### src/rtl/sat_mul_pkg.sv
package sat_mul_pkg;

  typedef enum logic {
    MUL_UNSIGNED = 1'b0,
    MUL_SIGNED   = 1'b1
  } mul_mode_e;

  // bits needed for a significant-width count that can reach n+1
  function automatic int width_cnt_bits(int n);
    return $clog2(n + 2);
  endfunction

  // bits needed for the sum of two such counts
  function automatic int width_sum_bits(int n);
    return $clog2(2 * n + 4);
  endfunction

endpackage

### src/rtl/sat_mul_sig_width.sv
// Significant width of one operand.
// Unsigned: bits up to and including the top one.
// Signed: smallest two's complement width that holds the value.
module sat_mul_sig_width #(
  parameter int N  = 8,
  parameter int CW = sat_mul_pkg::width_cnt_bits(N)
) (
  input  logic [N-1:0]  val,
  input  logic          sign_mode,
  output logic [CW-1:0] width
);

  logic          ref_bit;
  logic [CW-1:0] run_cnt;
  logic          running;

  always_comb begin
    ref_bit = sign_mode & val[N-1];
    run_cnt = '0;
    running = 1'b1;
    for (int i = N - 1; i >= 0; i--) begin
      if (running && (val[i] == ref_bit)) begin
        run_cnt = run_cnt + CW'(1);
      end else begin
        running = 1'b0;
      end
    end
    width = CW'(N) - run_cnt + CW'(sign_mode);
  end

endmodule

### src/rtl/sat_mul_trunc_array.sv
// Carry-save array that keeps only the W low-order product bits.
module sat_mul_trunc_array #(
  parameter int W = 9
) (
  input  logic [W-1:0] mcand,
  input  logic [W-1:0] mplier,
  output logic [W-1:0] low_prod
);

  logic [W-1:0] pp_row  [W];
  logic [W-1:0] sum_row [W];
  logic [W-1:0] cry_row [W];

  for (genvar r = 0; r < W; r++) begin : g_pp
    assign pp_row[r] = mplier[r] ? (mcand << r) : '0;
  end

  assign sum_row[0] = pp_row[0];
  assign cry_row[0] = '0;

  for (genvar r = 1; r < W; r++) begin : g_csa
    logic [W-2:0] maj;
    assign maj = (sum_row[r-1][W-2:0] & cry_row[r-1][W-2:0])
               | (sum_row[r-1][W-2:0] & pp_row[r][W-2:0])
               | (cry_row[r-1][W-2:0] & pp_row[r][W-2:0]);
    assign sum_row[r] = sum_row[r-1] ^ cry_row[r-1] ^ pp_row[r];
    assign cry_row[r] = {maj, 1'b0};
  end

  assign low_prod = sum_row[W-1] + cry_row[W-1];

endmodule

### src/rtl/sat_mul_ovf_detect.sv
// Decides saturation from operand widths plus the two top bits of the
// truncated product.
module sat_mul_ovf_detect #(
  parameter int N  = 8,
  parameter int CW = sat_mul_pkg::width_cnt_bits(N),
  parameter int SW = sat_mul_pkg::width_sum_bits(N)
) (
  input  logic [CW-1:0] width_a,
  input  logic [CW-1:0] width_b,
  input  logic          sign_mode,
  input  logic          prod_top,
  input  logic          prod_next,
  output logic          ovf
);

  localparam logic [SW-1:0] USUM_EDGE = SW'(N + 1);
  localparam logic [SW-1:0] USUM_SURE = SW'(N + 2);
  localparam logic [SW-1:0] SSUM_SURE = SW'(N + 3);

  logic [SW-1:0] wsum;
  logic          ovf_u;
  logic          ovf_s;

  always_comb begin
    wsum  = SW'(width_a) + SW'(width_b);
    ovf_u = (wsum >= USUM_SURE) | ((wsum == USUM_EDGE) & prod_top);
    ovf_s = (wsum >= SSUM_SURE) | (prod_top ^ prod_next);
    ovf   = sign_mode ? ovf_s : ovf_u;
  end

endmodule

### src/rtl/sat_mul_clamp.sv
module sat_mul_clamp #(
  parameter int N = 8
) (
  input  logic [N-1:0] low_prod,
  input  logic         sign_mode,
  input  logic         ovf,
  input  logic         neg_dir,
  output logic [N-1:0] result
);

  logic [N-1:0] sat_val;

  always_comb begin
    if (sign_mode) begin
      sat_val = {neg_dir, {(N-1){~neg_dir}}};
    end else begin
      sat_val = '1;
    end
    result = ovf ? sat_val : low_prod;
  end

endmodule

### src/rtl/sat_mul_dual.sv
module sat_mul_dual #(
  parameter int N = 8
) (
  input  logic [N-1:0] opa,
  input  logic [N-1:0] opb,
  input  logic         signed_mode,
  output logic [N-1:0] product,
  output logic         overflow
);

  import sat_mul_pkg::*;

  localparam int W  = N + 1;
  localparam int CW = width_cnt_bits(N);
  localparam int SW = width_sum_bits(N);

  mul_mode_e     mode;
  logic [W-1:0]  a_ext;
  logic [W-1:0]  b_ext;
  logic [W-1:0]  low_prod;
  logic [CW-1:0] width_a;
  logic [CW-1:0] width_b;
  logic          ovf;
  logic          neg_dir;

  assign mode    = mul_mode_e'(signed_mode);
  assign a_ext   = {(mode == MUL_SIGNED) & opa[N-1], opa};
  assign b_ext   = {(mode == MUL_SIGNED) & opb[N-1], opb};
  assign neg_dir = opa[N-1] ^ opb[N-1];

  sat_mul_trunc_array #(.W(W)) u_array (
    .mcand    (a_ext),
    .mplier   (b_ext),
    .low_prod (low_prod)
  );

  sat_mul_sig_width #(.N(N), .CW(CW)) u_width_a (
    .val       (opa),
    .sign_mode (signed_mode),
    .width     (width_a)
  );

  sat_mul_sig_width #(.N(N), .CW(CW)) u_width_b (
    .val       (opb),
    .sign_mode (signed_mode),
    .width     (width_b)
  );

  sat_mul_ovf_detect #(.N(N), .CW(CW), .SW(SW)) u_ovf (
    .width_a   (width_a),
    .width_b   (width_b),
    .sign_mode (signed_mode),
    .prod_top  (low_prod[N]),
    .prod_next (low_prod[N-1]),
    .ovf       (ovf)
  );

  sat_mul_clamp #(.N(N)) u_clamp (
    .low_prod  (low_prod[N-1:0]),
    .sign_mode (signed_mode),
    .ovf       (ovf),
    .neg_dir   (neg_dir),
    .result    (product)
  );

  assign overflow = ovf;

endmodule

### config.mk
export PLATFORM = sky130hd
export DESIGN_NAME = sat_mul_dual
export DESIGN_NICKNAME = d
export VERILOG_FILES = /design/src/rtl/sat_mul_pkg.sv /design/src/rtl/sat_mul_sig_width.sv /design/src/rtl/sat_mul_trunc_array.sv /design/src/rtl/sat_mul_ovf_detect.sv /design/src/rtl/sat_mul_clamp.sv /design/src/rtl/sat_mul_dual.sv
export SDC_FILE = /design/constraint.sdc
export NUM_CORES = 1
export LEC_CHECK = 0
export BUFFER_PORTS_ARGS = -buffer_cell sky130_fd_sc_hd__buf_4
export CORE_ASPECT_RATIO = 1.2
export CORE_UTILIZATION = 64
export DETAILED_ROUTE_END_ITERATION = 7
export GPL_TIMING_DRIVEN = 0
export MAX_ROUTING_LAYER = met4
export PLACE_DENSITY = 0.95
export SETUP_SLACK_MARGIN = 0.5
export SLEW_MARGIN = 30
export SYNTH_ARGS = -nofsm -noshare
export SYNTH_HDL_FRONTEND = slang
export SYNTH_SLANG_ARGS = --single-unit
### constraint.sdc
create_clock -name vclk -period 10.2
set_clock_uncertainty 0.05 [all_clocks]
set_input_delay 1.53 -clock vclk [all_inputs]
set_output_delay 1.53 -clock vclk [all_outputs]
set_load 0.02 [all_outputs]
==> PnR_summary.wiki, run 1 <==
{| class="wikitable"
! Metric !! Value
|-
| Run status || finished, final reports clean
|-
| Leading cell types by count after synthesis || sky130_fd_sc_hd__nand2_1 (47), sky130_fd_sc_hd__inv_1 (37), sky130_fd_sc_hd__a21oi_1 (32), sky130_fd_sc_hd__ha_1 (26), sky130_fd_sc_hd__and2_1 (24)
|-
| Full die area || between 4000 and 5000 um^2
|-
| Area occupied by registers || 0 um^2
|-
| Layout Area Growth over Synthesis || 7.407%
|-
| First-pass DRT Iterations || 4
|-
| Floorplan core area || roughly 4000 um^2
|-
| Hold Fails Final Rpt || 0
|-
| Number of routed nets with antenna violations || 0
|-
| Final TNS setup || 0 ns
|-
| # clk buffers || 0
|-
| Synthesized instance count || around 370
|-
| Overall die width || ~61 um
|-
| Number of max-capacitance violations reported || 0
|-
| CP bufs+invs || 5
|-
| Port buffer count || 17
|-
| Diode count || 0
|-
| Master of the slowest instance on the critical path || sky130_fd_sc_hd__fa_1
|-
| Number of filler instances in the final layout || 340
|-
| Slew Viols, Final || 0
|-
| Clock period minus worst slack || about 9.3 ns
|-
| Required time of the critical path || ~8.6 ns
|-
| Final Wtd Congestion || between 0.8 and 0.9
|-
| Height of the die || ~73 um
|-
| Headroom to the max-slew limit || between 40 and 50%
|-
| Unrepaired setup endpoints after global routing || no
|-
| Crit Path Category || input pin to output pin
|-
| Final setup viols || 0
|-
| CP most frequent cell || sky130_fd_sc_hd__fa_1
|-
| Critical path capture point type || output pin
|-
| Syn avg cell area || 7.384 um^2
|-
| Power density relative to cell area || ~160 nW/um^2
|-
| Transition time of the tightest slew-check pin || 0.7566 ns
|-
| DR vias/cell || ~6.0
|-
| Post-CTS Hold Buffers || 0
|-
| Top cell type by total area after synthesis || sky130_fd_sc_hd__fa_1
|-
| Yosys warning count || 0
|-
| Residual DRC || 0
|-
| Final Net Count || 450
|-
| Proportion of netlist area held by the largest area contributor || 16.30%
|-
| Maximum number of pins on one net before global-route repair || 11
|-
| Number of DRC markers in iteration 0 || 157
|-
| Antenna violations before repair || 0
|-
| Crit-path max cell delay || between 0.5 and 0.6 ns
|-
| Total number of vias || around 2600
|-
| Minimum hold slack || around 3.6 ns
|-
| Overflow left after global routing || 0
|-
| Fmax || ~110 MHz
|-
| Synth Net Count || 431
|-
| Share of post-route cells with drive strength above 1 || around an eighth
|-
| Part of the cycle the worst path needs || around nine tenths
|-
| Kind of cell adding the most delay to the critical path || adder cells
|-
| Number of top-level pins || 26
|-
| Leakage power || roughly 1.3 nW
|-
| Average detailed-routed wire length per instance || about 14 um
|-
| Overall routing resource usage || 30.47%
|-
| Seq/Total Area, Yosys || 0%
|-
| Detailed-route wire length || between 6 and 7 mm
|-
| Rows || 25
|-
| Distinct cell type count after synthesis || 58
|-
| Ordered list of cells on the worst path || buf_4, clkbuf_1, and2_1, ha_1, inv_1, fa_1, inv_1, fa_1, fa_1, fa_1, fa_1, fa_1, xnor2_1, xnor2_1, xnor3_1, xnor3_2, nand2b_1, a21oi_2, o31ai_4, mux2i_1, buf_4
|-
| Arrival time reported for the critical path endpoint || ~7.7 ns
|-
| Largest cells by area after synthesis || sky130_fd_sc_hd__fa_1 (16%), sky130_fd_sc_hd__ha_1 (12%), sky130_fd_sc_hd__nand2_1 (6.5%), sky130_fd_sc_hd__a21oi_1 (5.9%), sky130_fd_sc_hd__and2_1 (5.6%)
|-
| Total number of sequential cells || 0
|-
| Most frequent cell after synthesis || sky130_fd_sc_hd__nand2_1
|-
| Effective utilization at floorplan || a little under 70%
|-
| Placed wire-length estimate after detailed placement || between 5 and 6 mm
|-
| Synthesized cell area || about 2700 um^2
|-
| Hold Crit Class || input pin to output pin
|-
| Via count of the first global-routing pass || between 2000 and 3000
|-
| Worst IR drop on VDD || between 0.15 and 0.2 mV
|-
| CP Max Fanout || 10
|-
| Global-route wire length before repair || between 10 and 15 mm
|-
| Worst setup SP type || input pin
|}
## per-stage QoR
stage	instances	worst slack [ns]	area [um^2]	util [%]	total power, mW
5_1_grt	437	0.5389	2903	72.50	0.5251
3_3_place_gp	437	1.064	2898	72.38	0.4617
3_5_place_dp	437	1.013	2898	72.38	0.4728
4_1_cts	437	0.9749	2898	72.38	0.4765
2_1_floorplan	366	1.571	2703	-	0.3540
6_report	437	0.9459	2903	72.50	0.4777
## tightest hold or removal path, stage by stage
cell and delay, ns:
sky130_fd_sc_hd__buf_6 0.12, sky130_fd_sc_hd__nand2_1 0.08, sky130_fd_sc_hd__fa_1 0.15, sky130_fd_sc_hd__a21oi_1 0.06, sky130_fd_sc_hd__buf_4 0.15
## repair_timing
action                     CTS  global route
resized for setup            0             3
setup buffers                0             0
setup endpoints to repair    0             7
## layout by cell type (no fill, tap or decap), types with 2 or more instances in the layout
cell	n
sky130_fd_sc_hd__nor2b_1	5
sky130_fd_sc_hd__xor2_1	14
sky130_fd_sc_hd__inv_1	37
sky130_fd_sc_hd__mux2i_1	6
sky130_fd_sc_hd__nand4_1	3
sky130_fd_sc_hd__buf_2	4
sky130_fd_sc_hd__nand2_1	47
sky130_fd_sc_hd__ha_1	26
sky130_fd_sc_hd__buf_4	18
sky130_fd_sc_hd__a21oi_2	2
sky130_fd_sc_hd__a221oi_1	2
sky130_fd_sc_hd__xnor2_1	13
sky130_fd_sc_hd__nor2_1	19
sky130_fd_sc_hd__nor3b_1	3
sky130_fd_sc_hd__xnor3_1	2
sky130_fd_sc_hd__and3_1	4
sky130_fd_sc_hd__and2_1	24
sky130_fd_sc_hd__clkbuf_1	8
sky130_fd_sc_hd__clkbuf_8	2
sky130_fd_sc_hd__o211ai_1	5
sky130_fd_sc_hd__mux2_2	2
sky130_fd_sc_hd__o22ai_1	3
sky130_fd_sc_hd__nand2b_1	3
sky130_fd_sc_hd__o31ai_1	2
sky130_fd_sc_hd__a211oi_1	2
sky130_fd_sc_hd__fa_1	22
sky130_fd_sc_hd__buf_6	5
sky130_fd_sc_hd__or3_1	6
sky130_fd_sc_hd__a22oi_1	3
sky130_fd_sc_hd__nor3_1	4
sky130_fd_sc_hd__a21oi_1	31
sky130_fd_sc_hd__o21ai_0	18
sky130_fd_sc_hd__a21o_1	7
sky130_fd_sc_hd__nand3_1	6
## report_power, final
part / internal (mW) / switching (mW) / leakage [nW]
logic: 0.214 / 0.263 / 1.32
registers: 0 / 0 / 0
clock network: 0 / 0 / 0
total: 0.214 / 0.263 / 1.32
## metal layers
metal | wire, um | track usage [%] | vias to the layer above
li1 | - | - | 1281
met1 | 2644 | 36.80 | 1260
met2 | 3115 | 53.38 | 88
met3 | 254 | 1.596 | 14
met4 | 125 | 9.091 | 0
met5 | 0 | - | -
## cell type report
cell class / instances / area, um^2 / share of cell area (%)
plain buffers: 21 / 146.4 / 5.043
repair buffers: 17 / 127.6 / 4.397
inverters: 37 / 138.9 / 4.784
well taps: 54 / 67.56 / 2.328
multi-input cells: 308 / 2422 / 83.45
## final timing paths
path | from | end | depth (start not counted)
worst max-delay path | opb[0] | product[0] | 21
worst min-delay path | opb[3] | product[3] | 5
## kinds of logic (layout without fill, tap and decap cells)
logic type / Yosys count / count (layout) / synth area share, %
compound gates: 88 / 88 / 21.34
xor+xnor: 30 / 30 / 11.30
fa+ha+maj: 48 / 48 / 28.33
simple gates: 134 / 134 / 25.46
mux: 8 / 8 / 3.056
buf+inv: 58 / 75 / 10.51
Power figures use the tool's default switching activity.
==> run 2: changes to the inputs <==
BUFFER_PORTS_ARGS = -buffer_cell sky130_fd_sc_hd__buf_2   (was -buffer_cell sky130_fd_sc_hd__buf_4)
==> PnR_summary.wiki, run 2 (same netlist as run 1, synthesis figures left out) <==
{| class="wikitable"
! Metric !! Value
|-
| Unrepaired setup endpoints after global routing || no
|-
| Final setup viols || 0 (unchanged)
|-
| Clock period minus worst slack || 9.332 ns (+0.07842 ns)
|-
| Number of DRC markers in iteration 0 || 116 (-26%)
|-
| Master of the slowest instance on the critical path || sky130_fd_sc_hd__fa_1
|-
| Crit path depth || 21 (unchanged)
|-
| CP bufs+invs || 5 (unchanged)
|-
| Diode count || 0 (unchanged)
|-
| CP Max Fanout || 10 (unchanged)
|-
| Min-Delay Startpoint || opb[2]
|-
| Area occupied by registers || 0 um^2 (unchanged)
|-
| Via count of the first global-routing pass || 2480 (-3.2%)
|-
| Final Net Count || 450 (unchanged)
|-
| # clk buffers || 0 (unchanged)
|-
| Rows || 25 (unchanged)
|-
| Run status || finished, final reports clean
|-
| Commonest non-fill, non-tap cell in the layout || sky130_fd_sc_hd__nand2_1
|-
| Post-CTS Hold Buffers || 0 (unchanged)
|-
| First-pass DRT Iterations || 7 (+3)
|-
| Number of filler instances in the final layout || 327 (-3.8%)
|-
| Overall die width || 61.32 um (unchanged)
|-
| Overflow left after global routing || 0 (unchanged)
|-
| Part of the cycle the worst path needs || 91.49% (+0.77 points)
|-
| Critical path capture point type || output pin
|-
| Setup slack of the critical path after layout || 0.8675 ns (-0.07842 ns)
|-
| Residual DRC || 0 (unchanged)
|-
| Overall routing resource usage || 30.27% (-0.20 points)
|-
| Final Cell Area || 2860 um^2 (-1.5%)
|-
| Minimum hold slack || 3.567 ns (+0.002140 ns)
|-
| Crit Path Category || input pin to output pin
|-
| Crit-path max cell delay || 0.54 ns (about the same)
|-
| Hold Fails Final Rpt || 0 (unchanged)
|-
| Floorplan core area || 4004 um^2 (unchanged)
|-
| Top library cells by usage in the layout, fill and taps aside || sky130_fd_sc_hd__nand2_1 (47), sky130_fd_sc_hd__inv_1 (37), sky130_fd_sc_hd__a21oi_1 (31)
|-
| Final TNS setup || 0 ns (unchanged)
|-
| Fmax || 107.2 MHz (-0.84%)
|-
| Hold EP || product[2]
|-
| Full die area || 4488 um^2 (unchanged)
|-
| Number of max-capacitance violations reported || 0 (unchanged)
|-
| Maximum number of pins on one net before global-route repair || 11 (unchanged)
|-
| Port buffer count || 17 (unchanged)
|-
| Worst setup SP type || input pin
|-
| Placed wire-length estimate after detailed placement || 5.021 mm (-0.56%)
|-
| Number of routed nets with antenna violations || 0 (unchanged)
|-
| Worst IR drop on VDD || 0.1657 mV (-0.18%)
|-
| Worst slack at placement || 0.8888 ns (-0.1244 ns)
|-
| Layout Area Growth over Synthesis || 5.833%
|-
| Antenna violations before repair || 0 (unchanged)
|-
| CP most frequent cell || sky130_fd_sc_hd__fa_1
|-
| Effective utilization at floorplan || 67.50% (unchanged)
|-
| Slew Viols, Final || 0 (unchanged)
|-
| Share of post-route cells with drive strength above 1 || 12.01% (unchanged)
|-
| Arrival time reported for the critical path endpoint || 7.75 ns (+0.08 ns)
|-
| Number of top-level pins || 26 (unchanged)
|-
| Kind of cell adding the most delay to the critical path || adder cells
|-
| Ordered list of cells on the worst path || buf_2, clkbuf_1, and2_1, ha_1, inv_1, fa_1, inv_1, fa_1, fa_1, fa_1, fa_1, fa_1, xnor2_1, xnor2_1, xnor3_1, xnor3_2, nand2b_1, a21oi_2, o31ai_4, mux2i_1, buf_2
|-
| Total number of sequential cells || 0 (unchanged)
|-
| Detailed-route wire length || 6.089 mm (-0.83%)
|-
| Transition time of the tightest slew-check pin || 0.7301 ns (-0.02652 ns)
|-
| Area of combinational cells with multiple inputs || 2422 um^2 (unchanged)
|-
| Required time of the critical path || 8.62 ns (about the same)
|-
| Total number of vias || 2595 (-1.8%)
|-
| Core utilization of the finished layout || 71.44% (-1.1 points)
|-
| Leakage power || 1.299 nW (-1.3%)
|-
| Number of stages on the worst hold path || 5 (unchanged)
|-
| DR vias/cell || 5.938 (-1.8%)
|-
| Average detailed-routed wire length per instance || 13.93 um (-0.83%)
|-
| Instance area after placement || 2855 um^2 (-1.5%)
|-
| Final Wtd Congestion || 0.9019 (+1.3%)
|-
| Headroom to the max-slew limit || 50.80% (+1.8 points)
|-
| Power density relative to cell area || 160.0 nW/um^2 (-2.8%)
|-
| Global-route wire length before repair || 10.43 mm (-0.66%)
|-
| Hold Crit Class || input pin to output pin
|-
| Height of the die || 73.19 um (unchanged)
|}
run 2: cell type report:
class / count / share of cell area, %
inverter: 37 / 4.856
timing repair buffer: 17 / 2.975
multi-input combinational: 308 / 84.69
tap: 54 / 2.362
buffer: 21 / 5.118
run 2: worst max-delay path by stage:
stage	to	start	slack, ns
detailed placement	product[0]	opb[0]	0.89
CTS	product[0]	opb[0]	0.87
floorplan	product[1]	opb[7]	1.57
global route	product[0]	opb[7]	0.57
global placement	product[0]	opb[0]	1.05
finish	product[0]	opb[0]	0.87
run 2: metrics by stage:
step	power, mW	cells
after floorplan	0.3540	366
after global placement	0.4373	437
after detailed placement	0.4550	437
after CTS	0.4569	437
after global routing	0.5065	437
final	0.4578	437
run 2: tightest hold or removal path: stages:
cell and delay, ns:
sky130_fd_sc_hd__buf_6 0.12, sky130_fd_sc_hd__nand2_1 0.08, sky130_fd_sc_hd__fa_1 0.15, sky130_fd_sc_hd__a21oi_1 0.05, sky130_fd_sc_hd__buf_2 0.15
run 2: where the power goes:
part	total [mW]	leakage [nW]	switching [mW]	internal, mW
logic	0.458	1.30	0.265	0.193
clock network	0	0	0	0
registers	0	0	0	0
total	0.458	1.30	0.265	0.193
run 2: timing repair:
| action | 4_1_cts | 5_1_grt |
|---|---|---|
| buffers inserted | 0 | 0 |
| endpoints found under the setup margin | 0 | 7 |
| resized for setup | 0 | 3 |
run 2: metal layers:
metal	up-vias	track usage (%)	share of wire (%)
met5	-	-	0
li1	1286	-	-
met4	0	5.051	1.2
met3	10	1.596	4.0
met1	1233	37.21	43
met2	66	54.23	52
==> run 3: changes to the inputs <==
clock period = 10.4 ns   (was 10.2 ns; I/O delays follow)
==> PnR_summary.wiki, run 3 (same netlist as run 1, synthesis figures left out) <==
{| class="wikitable"
! Metric !! Value
|-
| Run status || finished, final reports clean
|-
| Fmax || ~110 MHz
|-
| Post-CTS Hold Buffers || 0 (unchanged)
|-
| Placed wire-length estimate after detailed placement || 5.021 mm (unchanged)
|-
| Detailed-route wire length || 6.066 mm (-0.38%)
|-
| Diode count || 0 (unchanged)
|-
| Global-route wire length before repair || 10.43 mm (unchanged)
|-
| Port buffer count || 17 (unchanged)
|-
| Worst slack at placement || 1.029 ns (+0.1400 ns)
|-
| Final setup viols || 0 (unchanged)
|-
| Critical path capture point type || output pin
|-
| Total number of sequential cells || 0 (unchanged)
|-
| Crit Path Category || input pin to output pin
|-
| Full die area || 4488 um^2 (unchanged)
|-
| Overall die width || 61.32 um (unchanged)
|-
| CP Max Fanout || 10 (unchanged)
|-
| Master of the slowest instance on the critical path || sky130_fd_sc_hd__a21oi_1
|-
| First-pass DRT Iterations || 4 (-3)
|-
| Top library cells by usage in the layout, fill and taps aside || sky130_fd_sc_hd__nand2_1 (47), sky130_fd_sc_hd__inv_1 (37), sky130_fd_sc_hd__a21oi_1 (32)
|-
| Number of max-capacitance violations reported || 0 (unchanged)
|-
| Number of routed nets with antenna violations || 0 (unchanged)
|-
| Setup slack of the critical path after layout || 0.9777 ns (+0.1102 ns)
|-
| Average detailed-routed wire length per instance || 13.88 um (-0.38%)
|-
| Required time of the critical path || 8.79 ns (+0.17 ns)
|-
| Antenna violations before repair || 0 (unchanged)
|-
| Minimum hold slack || 3.627 ns (+0.05946 ns)
|-
| Overall routing resource usage || 30.27% (unchanged)
|-
| Setup bufs post-CTS || 0 (unchanged)
|-
| Final TNS setup || 0 ns (unchanged)
|-
| Arrival time reported for the critical path endpoint || 7.81 ns (+0.06 ns)
|-
| Cts repair resizes || 0 (unchanged)
|-
| Total power consumption of the routed design || 449.8 uW (-1.7%)
|-
| Layout Area Growth over Synthesis || 5.648%
|-
| Overflow left after global routing || 0 (unchanged)
|-
| # clk buffers || 0 (unchanged)
|-
| Maximum number of pins on one net before global-route repair || 11 (unchanged)
|-
| CP most frequent cell || sky130_fd_sc_hd__ha_1
|-
| Worst setup SP type || input pin
|-
| Transition time of the tightest slew-check pin || 0.7511 ns (+0.02104 ns)
|-
| DR vias/cell || 5.922 (-0.27%)
|-
| Number of DRC markers in iteration 0 || 161 (+39%)
|-
| Total number of vias || 2588 (-0.27%)
|-
| Worst IR drop on VDD || 0.1625 mV (-1.9%)
|-
| Leakage power || 1.295 nW (-0.26%)
|-
| Via count of the first global-routing pass || 2480 (unchanged)
|-
| Residual DRC || 0 (unchanged)
|-
| Part of the cycle the worst path needs || 90.60%
|-
| Final Net Count || 450 (unchanged)
|-
| Number of top-level pins || 26 (unchanged)
|-
| Power density relative to cell area || 157.5 nW/um^2 (-1.6%)
|-
| Effective utilization at floorplan || 67.50% (unchanged)
|-
| Final Wtd Congestion || 0.9019 (unchanged)
|-
| Rows || 25 (unchanged)
|-
| Height of the die || 73.19 um (unchanged)
|-
| Headroom to the max-slew limit || 49.38% (-1.4 points)
|-
| Unrepaired setup endpoints after global routing || no
|-
| Slew Viols, Final || 0 (unchanged)
|-
| Hold Crit Class || input pin to output pin
|-
| Commonest non-fill, non-tap cell in the layout || sky130_fd_sc_hd__nand2_1
|-
| Crit-path max cell delay || 0.35 ns (-0.19 ns)
|-
| Area occupied by registers || 0 um^2 (unchanged)
|-
| Floorplan core area || 4004 um^2 (unchanged)
|-
| Number of filler instances in the final layout || 326 (-0.31%)
|-
| Clock period minus worst slack || between 9 and 10 ns
|-
| Share of post-route cells with drive strength above 1 || 11.49% (-0.52 points)
|-
| Hold Fails Final Rpt || 0 (unchanged)
|}
[run 3: cell count changes in the layout (fill, tap and decap cells not counted)]
cell | before | now
sky130_fd_sc_hd__a21oi_1 | 31 | 32
sky130_fd_sc_hd__a21oi_2 | 2 | 1
sky130_fd_sc_hd__clkbuf_1 | 8 | 9
sky130_fd_sc_hd__clkbuf_2 | 1 | 0
[run 3: metal layers]
metal,wire length (um),GRT usage (%),vias to the layer above
li1,-,-,1282
met1,2608,37.21,1221
met2,3135,54.23,75
met3,245,1.596,10
met4,76,5.051,0
met5,0,-,-
[run 3: power breakdown]
group / internal (mW) / total, mW / switching (mW) / leakage (nW)
clock network: 0 / 0 / 0 / 0
logic: 0.189 / 0.450 / 0.261 / 1.30
registers: 0 / 0 / 0 / 0
total: 0.189 / 0.450 / 0.261 / 1.30
[run 3: path summary, 6_finish.rpt]
path  cells after the start  slack [ns]   start         end
min                       5        3.63  opb[2]  product[2]
max                      31        0.98  opb[7]  product[0]
[run 3: critical path: cells and delay by family]
family	cells	cell delay, ns
AOI/OAI and AO/OA	12	2.38
adders and majority gates	5	1.49
and+or+nand+nor	7	1.02
buffers and inverters	5	0.69
xor gates and xnor gates	1	0.35
muxes	1	0.33
[run 3: cell type report]
cell class / instances / area, um^2 / share of cell area [%]
Multi-Input combinational cell: 308 / 2419 / 84.71
Tap cell: 54 / 67.56 / 2.366
Inverter: 37 / 138.9 / 4.864
Timing Repair Buffer: 17 / 85.08 / 2.980
Buffer: 21 / 145.1 / 5.083
[run 3: per-stage QoR]
| stage | util [%] | instances | instance area (um^2) |
|---|---|---|---|
| floorplan | - | 366 | 2703 |
| global placement | 71.31 | 437 | 2855 |
| detailed placement | 71.31 | 437 | 2855 |
| CTS | 71.31 | 437 | 2855 |
| global route | 71.31 | 437 | 2855 |
| finish | 71.31 | 437 | 2855 |
